File: src/rtl/hb_gate_pkg.sv
package hb_gate_pkg;
  typedef struct packed {
    logic hs;
    logic ls;
  } leg_gate_t;
endpackage

File: src/rtl/hb_supply_guard.sv
module hb_supply_guard (
  input  logic uv_logic_i,
  input  logic uv_drv_i,
  input  logic ov_i,
  input  logic ov_lock_en_i,
  output logic hold_off_o
);
  always_comb hold_off_o = uv_logic_i | uv_drv_i | (ov_i & ov_lock_en_i);
endmodule

File: src/rtl/hb_leg_seq.sv
module hb_leg_seq
  import hb_gate_pkg::*;
#(
  parameter int unsigned DEAD_CYC = 50,
  localparam int unsigned CW = $clog2(DEAD_CYC + 1)
) (
  input  logic      clk_i,
  input  logic      rst_ni,
  input  logic      req_hs_i,
  input  logic      req_ls_i,
  input  logic      hold_i,
  input  logic      kill_i,
  output leg_gate_t gate_o
);
  localparam logic [CW-1:0] LOAD = CW'(DEAD_CYC - 1);

  leg_gate_t       gate_q, gate_d;
  logic [CW-1:0]   hs_wait_q, ls_wait_q;
  logic            want_hs, want_ls, hs_ok, ls_ok;

  always_comb begin
    want_hs = req_hs_i & ~hold_i & ~kill_i;
    want_ls = req_ls_i & ~req_hs_i & ~hold_i & ~kill_i; // high side wins
    hs_ok   = ~gate_q.ls & (ls_wait_q == '0);
    ls_ok   = ~gate_q.hs & (hs_wait_q == '0);
    gate_d.hs = want_hs & (gate_q.hs | hs_ok);
    gate_d.ls = want_ls & (gate_q.ls | ls_ok);
  end

  always_ff @(posedge clk_i or negedge rst_ni) begin
    if (!rst_ni) begin
      gate_q    <= '0;
      hs_wait_q <= '0;
      ls_wait_q <= '0;
    end else begin
      gate_q <= gate_d;
      if (gate_q.hs & ~gate_d.hs)  hs_wait_q <= LOAD;
      else if (hs_wait_q != '0)    hs_wait_q <= hs_wait_q - 1'b1;
      if (gate_q.ls & ~gate_d.ls)  ls_wait_q <= LOAD;
      else if (ls_wait_q != '0)    ls_wait_q <= ls_wait_q - 1'b1;
    end
  end

  assign gate_o = gate_q;

  // independent quiet-time counters for the gap checks
  logic [CW-1:0] hs_quiet_q, ls_quiet_q;
  always_ff @(posedge clk_i or negedge rst_ni) begin
    if (!rst_ni) begin
      hs_quiet_q <= CW'(DEAD_CYC);
      ls_quiet_q <= CW'(DEAD_CYC);
    end else begin
      if (gate_q.hs) hs_quiet_q <= '0;
      else if (hs_quiet_q != CW'(DEAD_CYC)) hs_quiet_q <= hs_quiet_q + 1'b1;
      if (gate_q.ls) ls_quiet_q <= '0;
      else if (ls_quiet_q != CW'(DEAD_CYC)) ls_quiet_q <= ls_quiet_q + 1'b1;
    end
  end


  no_shoot_thru_chk: assert property (@(posedge clk_i) disable iff (!rst_ni)
    !(gate_o.hs && gate_o.ls));

  ls_to_hs_gap_chk: assert property (@(posedge clk_i) disable iff (!rst_ni)
    $rose(gate_o.hs) |-> ls_quiet_q >= CW'(DEAD_CYC));

  hs_to_ls_gap_chk: assert property (@(posedge clk_i) disable iff (!rst_ni)
    $rose(gate_o.ls) |-> hs_quiet_q >= CW'(DEAD_CYC));

  kill_off_chk: assert property (@(posedge clk_i) disable iff (!rst_ni)
    kill_i |=> (!gate_o.hs && !gate_o.ls));

  hold_off_chk: assert property (@(posedge clk_i) disable iff (!rst_ni)
    hold_i |=> (!gate_o.hs && !gate_o.ls));

  both_req_chk: assert property (@(posedge clk_i) disable iff (!rst_ni)
    (req_hs_i && req_ls_i) |=> !gate_o.ls);
endmodule

File: src/rtl/hb_gate_seq.sv
module hb_gate_seq
  import hb_gate_pkg::*;
#(
  parameter int unsigned N_LEGS  = 3,
  parameter int unsigned CLK_HZ  = 50_000_000,
  parameter int unsigned DEAD_NS = 1000,
  localparam int unsigned DEAD_RAW = ((CLK_HZ / 1000) * DEAD_NS) / 1_000_000,
  localparam int unsigned DEAD_CYC = (DEAD_RAW < 1) ? 1 : DEAD_RAW
) (
  input  logic              clk_i,
  input  logic              rst_ni,
  input  logic [N_LEGS-1:0] req_hs_i,
  input  logic [N_LEGS-1:0] req_ls_i,
  input  logic              uv_logic_i,
  input  logic              uv_drv_i,
  input  logic              ov_i,
  input  logic              ov_lock_en_i,
  input  logic [N_LEGS-1:0] leg_kill_i,
  output logic [N_LEGS-1:0] gate_hs_o,
  output logic [N_LEGS-1:0] gate_ls_o
);
  logic hold_off;

  hb_supply_guard i_guard (
    .uv_logic_i  (uv_logic_i),
    .uv_drv_i    (uv_drv_i),
    .ov_i        (ov_i),
    .ov_lock_en_i(ov_lock_en_i),
    .hold_off_o  (hold_off)
  );

  for (genvar g = 0; g < N_LEGS; g++) begin : g_leg
    leg_gate_t gate;
    hb_leg_seq #(.DEAD_CYC(DEAD_CYC)) i_leg (
      .clk_i   (clk_i),
      .rst_ni  (rst_ni),
      .req_hs_i(req_hs_i[g]),
      .req_ls_i(req_ls_i[g]),
      .hold_i  (hold_off),
      .kill_i  (leg_kill_i[g]),
      .gate_o  (gate)
    );
    assign gate_hs_o[g] = gate.hs;
    assign gate_ls_o[g] = gate.ls;
  end


  ov_gate_off_chk: assert property (@(posedge clk_i) disable iff (!rst_ni)
    (ov_i && ov_lock_en_i) |=> (gate_hs_o == '0 && gate_ls_o == '0));
endmodule

File: config.mk
export PLATFORM = sky130hd
export DESIGN_NAME = hb_gate_seq
export DESIGN_NICKNAME = d
export VERILOG_FILES = /design/src/rtl/hb_gate_pkg.sv /design/src/rtl/hb_supply_guard.sv /design/src/rtl/hb_leg_seq.sv /design/src/rtl/hb_gate_seq.sv
export SDC_FILE = /design/constraint.sdc
export NUM_CORES = 1
export LEC_CHECK = 0
export BUFFER_PORTS_ARGS = -buffer_cell sky130_fd_sc_hd__buf_2
export CELL_PAD_IN_SITES_DETAIL_PLACEMENT = 0
export CELL_PAD_IN_SITES_GLOBAL_PLACEMENT = 1
export CORE_AREA = 2 2 72 88
export CTS_CLUSTER_SIZE = 10
export DETAILED_ROUTE_END_ITERATION = 10
export DIE_AREA = 0 0 74 90
export GPL_ROUTABILITY_DRIVEN = 1
export PLACE_DENSITY = 0.75
export SETUP_SLACK_MARGIN = 0.5
export SLEW_MARGIN = 20
export SYNTH_ARGS = -nofsm -noshare
export SYNTH_HDL_FRONTEND = slang
export SYNTH_SLANG_ARGS = --single-unit
File: constraint.sdc
create_clock -name clk_i -period 1.85 [get_ports clk_i]
set_clock_uncertainty 0.1 [all_clocks]
set_input_delay 0.185 -clock clk_i [delete_from_list [all_inputs] [get_ports clk_i]]
set_output_delay 0.185 -clock clk_i [all_outputs]
set_load 0.05 [all_outputs]
# --- Yosys cells after proc, flatten, opt, wreduce, memory -nomap -nowiden ---
# Cells that the tools add are included.
word_totals:
  input_bits: 15
  word_cells: 109
  out_inout_bits: 6
  reg_bits: 42
classes:
  bitwise_logic: 61
  n_addsub: 6
  reduce_logical: 18
  muxes: 12
op_table:
  columns: ["operator", "count"]
  rows:
  - ["2-to-1 mux 6 bit", 12]
  - ["zero test 6 bit", 6]
  - ["nonzero test 6 bit", 6]
  - ["subtractor 6 x 1 -> 6 bit, second input constant", 6]
  - ["bitwise AND 1 bit", 34]
  - ["NOT 1 bit", 19]
  - ["nonzero test 2 bit", 6]
  - ["OR 1 bit", 8]

# --- Longest topological paths before layout ---
logic_depth:
  depth_word: 9
  depth_mapped: 6
  ltp_nobuf: 5

# --- Cells and area by module ---
# A second synthesis with hierarchy kept.
hier_totals:
  cells_unflattened: 214
  hier_area_um2: 2219.6
modules_own_cells:
  columns: ["mod", "seq_area_each_um2", "cells_each", "n_inst", "area_each_um2"]
  rows:
  - ["hb_leg_seq", 350.3, 71, 3, 737.0]
  - ["hb_supply_guard", 0.0, 1, 1, 8.8]

# --- Worst setup path before layout ---
# OpenSTA, ideal clock, no wires.
synth_timing:
  path_type: "reg2reg"
  from: "reg g_leg[1].i_leg.ls_wait_q[0]"
  to: "reg g_leg[1].i_leg.ls_wait_q[0]"
  synth_period_minus_slack_ns: 1.811
  path_stages_with_launch: 7
  path_buffers: 1
  arrival_ns: 1.593
  path_slack_ns: 0.039
  setup_ns: 0.118
  t_required_ns: 1.632
  cell_sequence: "dfrtp_1 inv_1 ha_1 or3b_1 clkbuf_2 or3_1 a21o_1"
synth_between:
  elab_chain_len: 3
  word_cells_on_any_way: 5
  classes_between: "1 x add/sub; 2 x mux; 2 x reduce/logical"
synth_lines:
  columns: ["item", "line_no", "text"]
  rows:
  - ["start, declared", "hb_leg_seq.sv:18", "logic [CW-1:0] hs_wait_q, ls_wait_q;"]
  - ["start signal, assigned", "hb_leg_seq.sv:40", "else if (ls_wait_q != '0) ls_wait_q <= ls_wait_q - 1'b1;"]
  - ["subtractor 6 x 1 -> 6 bit", "hb_leg_seq.sv:40", null]
  - ["2-to-1 mux 6 bit", "hb_leg_seq.sv:40", null]
  - ["2-to-1 mux 6 bit", "hb_leg_seq.sv:39", "if (gate_q.ls & ~gate_d.ls) ls_wait_q <= LOAD;"]
# Several ways; a longest one is shown, not always the timed one. The select of a mux whose other input is x is not followed.
# A chain may end at the register's enable or synchronous reset.

# --- Final worst setup path ---
# Same ends and word-level chain as after synthesis.

==> impl_summary.log <==
[metrics] synthesized cell area: 2370 sq um
[metrics] reg2reg setup slack: between 0.15 and 0.2 ns
[metrics] Distinct cells, synth: 51
[metrics] share of the clock period used by the worst path after layout: approximately nine tenths
[metrics] slowest stage cell, crit path: dfrtp_1
[metrics] setup TNS after final layout: 0 ns
[metrics] GR Util All Layers: between 15 and 20%
[metrics] Longest Clk Path Bufs: 2
[metrics] clock tree from TritonCTS: done
[metrics] Rows: 31
[metrics] n_diodes: 0
[metrics] dominant combinational cell family by area after synthesis: compound AO/OA/AOI/OAI gates
[metrics] required time of the critical path: 1.94 ns
[metrics] vias in the first global route: between 1500 and 2000
[metrics] DP Wirelength: about 3400 microns
[metrics] reg2reg path depth: 5
[metrics] reported leakage power: between 1 and 1.5 nW
[metrics] Worst Max-Slew Pin Slew: approximately 0.69 ns
[metrics] post-synthesis adder-cell area fraction: under 10%
[metrics] starting DRC count in detailed routing: between 40 and 50
[metrics] post-synthesis area per instance: 9.92 sq um
[metrics] Crit. End Element: flop
[metrics] leading cell types by count after synthesis: dfrtp_1 (42), o21ai_0 (22), inv_1 (19)
[metrics] number of nets in the final layout: around 320
[metrics] Worst slew margin: a little over half
[metrics] clk slew on worst S/H paths: approximately 0.080 ns
[metrics] post-route antenna net violation count: 0
[metrics] global-route wire length before repair: between 8000 and 9000 microns
[metrics] minimum hold slack: a little under 0.03 ns
[metrics] power per cell area: around 1300 nW/um^2
[metrics] RD Place Congestion: 0.753
[metrics] # fillers: 527
[metrics] flop and latch count out of synthesis: 42
[metrics] post-detailed-route wirelength per cell: ~14 microns
[metrics] total clock buffers created by CTS: 5
[metrics] setup-violating endpoint count in the final report: 0
[metrics] ports placed on the boundary: 21
[metrics] Worst Path Max Fanout: 5
[metrics] remaining routing DRC violations: 0
[metrics] Num Clock Sinks: 42
[metrics] unrepaired setup endpoints after global routing: yes
[metrics] fraction of layout instances using a drive strength above 1: between 40% and 50%
[metrics] Root Buffer: clkbuf_8
[metrics] Die W: 74 microns
[metrics] Compound-Gate Fraction of Synth Area: ~26%
[metrics] end of the critical path: g_leg[1].i_leg.ls_wait_q[0]$_DFFE_PN0P_
[metrics] clock latency reported for the late side of the worst-skew pair: between 0.2 and 0.3 ns
[metrics] post-synthesis xor/xnor area fraction: 0%
[metrics] initial antenna violation count: 2
[metrics] CORE AREA: around 6000 sq um
[metrics] routed wire length: approximately 5400 microns
[metrics] total iterations of the first detailed-routing run: 4
[metrics] total number of H-tree levels: 2
[metrics] biggest area contributors in the synthesized netlist: dfrtp_1 (44%), ha_1 (4.7%), o21ai_0 (4.6%), nor3_1 (3.6%), inv_1 (3.0%)
[metrics] largest net degree at the start of global routing: 25
[metrics] class of the most critical setup path: reg -> reg
[metrics] crit path launch type: flop
[metrics] effective utilization at floorplan: 40.5%
[metrics] area delta synth->final: 38.6%
[metrics] area fraction in and, or, nand and nor cells after synthesis: between 20% and 30%
[metrics] Hold Violations, Final: 0
[metrics] full die area: about 6700 sq um
[metrics] Max stage delay on crit path: between 0.4 and 0.5 ns
[metrics] via density per instance: approximately 5.4
[metrics] worst r2r src: g_leg[1].i_leg.ls_wait_q[0]$_DFFE_PN0P_
[metrics] clock period minus final worst setup slack: between 1.5 and 2 ns
[metrics] share of synthesized area spent on multiplexers: 0%
[metrics] critical path cell sequence: inv_1, ha_2, or3b_1, or3_1, a21o_1
[metrics] count of mapped cells out of synthesis: about 240
[metrics] Max Freq: 593 MHz
[metrics] data arrival time of the worst path: 1.78 ns
[metrics] Port Buffers: 20
[metrics] most instantiated library cell after synthesis: dfrtp_1
[metrics] crit path launch: g_leg[1].i_leg.ls_wait_q[0]$_DFFE_PN0P_
[metrics] R2R Path End: g_leg[1].i_leg.ls_wait_q[0]$_DFFE_PN0P_
[metrics] Hold/Removal Path Class: in -> reg
[metrics] share of synthesized area occupied by flip-flops and latches: approximately 44%
[metrics] number of nets produced by synthesis: about 260
[metrics] number of maximum-capacitance constraint violations: 0
[metrics] Synth Warn #: 0
[metrics] area share of the leading cell type in the synthesized netlist: approximately 44%
[metrics] async set or reset register ratio after synthesis: 100%
[metrics] Worst VDD drop: between 0.4 and 0.5 mV
[metrics] number of pins exceeding their max-slew limit in the final report: 0
[metrics] die boundary height: about 90 microns
[metrics] Post-synth EDFFs: 0
[metrics] result of the run: complete, no violations
[metrics] overflow left after global routing: 0
[metrics] largest area contributor in the synthesized netlist: dfrtp_1
[metrics] most common flop cell mapped by yosys: dfrtp_1
[metrics] via total after detailed routing: roughly 2100
==> per-stage QoR <==
step                area (sq um)  util (%)  power, mW  instances  worst slack (ns)
floorplan                   2480         -       2.53        239            0.0455
global placement            2670      45.5       2.77        337            0.0921
detailed placement          2670      45.5       2.81        337            0.0681
CTS                         3060      52.3       3.88        369             0.159
global route                3290      56.1       4.49        382             0.103
finish                      3290      56.1       4.16        382             0.164
==> kinds of logic (layout without fill, tap and decap cells) <==
logic type / Yosys count / after routing
AOI/OAI and AO/OA: 78 / 78
adders and majority gates: 9 / 9
buffers and inverters: 29 / 90
DFF: 42 / 42
and+or+nand+nor: 81 / 81
==> layout by cell type, fill, tap and decap left out, types with 4 or more instances in the layout <==
master    netlist  layout
dfrtp_1        42      39
buf_4           0      34
buf_2           1      19
inv_1          19      14
nor3_2          0      10
o21ai_0        22       9
o21a_1          8       8
o21ai_2         1       8
a21boi_1        1       8
nand2b_1       10       7
ha_2            0       7
buf_6           0       7
nor2_1          6       6
o21ai_1         1       6
clkbuf_8        0       6
inv_2           0       5
a211o_1         5       5
o31ai_1         5       5
nand2_1         6       5
nor3_1         17       5
or3_4           0       4
nor4_1          5       4
or3_1           8       4
==> critical path: cells and delay by family, from the launching register on <==
family,cells,cell delay (ns)
and+or+nand+nor,2,0.66
DFF,1,0.42
adders and majority gates,1,0.16
AOI/OAI and AO/OA,1,0.15
buffers and inverters,1,0.08
==> metal layers <==
layer / global-route usage [%] / vias up / part of all wire (%)
li1: - / 1007 / -
met1: 20.2 / 1011 / 42
met2: 28.1 / 40 / 50
met3: 5.04 / 15 / 5.3
met4: 5.76 / 4 / 2.0
met5: 0 / - / 0.48
==> state kept, by name, indices dropped and copies added, names as in the netlist <==
register	count
g_leg.i_leg.gate_o	6
g_leg.i_leg.hs_wait_q	18
g_leg.i_leg.ls_wait_q	18
==> repair_timing <==
action                                  in CTS  in global routing
gates resized for setup                     32                 38
buffers inserted                            23                 13
endpoints found under the hold margin       18                  0
pin swaps                                   21                 11
hold buffers                                 1                  0
endpoints found under the setup margin      39                 41
==> area by class of cell <==
cell class,count,area (sq um),share of cell area (%)
multi-input cells,168,1490,45.3
flip-flops and latches,42,1050,32.1
repair buffers,63,474,14.4
well taps,82,103,3.12
clock buffers,6,82.6,2.51
inverters,19,71.3,2.17
clock inverters,2,12.5,0.381
==> worst min path at each step <==
stage | startpoint | to | slack [ns] | cells past startpoint
6_report | req_hs_i[0] | g_leg[0].i_leg.gate_o[1]$_DFF_PN0_ | 0.03 | 2
5_1_grt | req_hs_i[1] | g_leg[1].i_leg.gate_o[1]$_DFF_PN0_ | 0.03 | 2
4_1_cts | req_hs_i[0] | g_leg[0].i_leg.gate_o[1]$_DFF_PN0_ | 0.02 | 2
3_5_place_dp | rst_ni | g_leg[1].i_leg.hs_wait_q[4]$_DFFE_PN0P_ | 0.07 | 1
3_3_place_gp | rst_ni | g_leg[1].i_leg.hs_wait_q[4]$_DFFE_PN0P_ | 0.07 | 1
2_1_floorplan | rst_ni | g_leg[0].i_leg.gate_o[0]$_DFF_PN0_ | -0.21 | 0
==> report_power, final <==
part	internal (mW)	leakage, nW	switching, mW	total [mW]
logic	1.13	0.929	0.958	2.09
clock network	0.300	0.0472	0.322	0.622
registers	1.19	0.522	0.256	1.45
(Power assumes the default switching activity.)
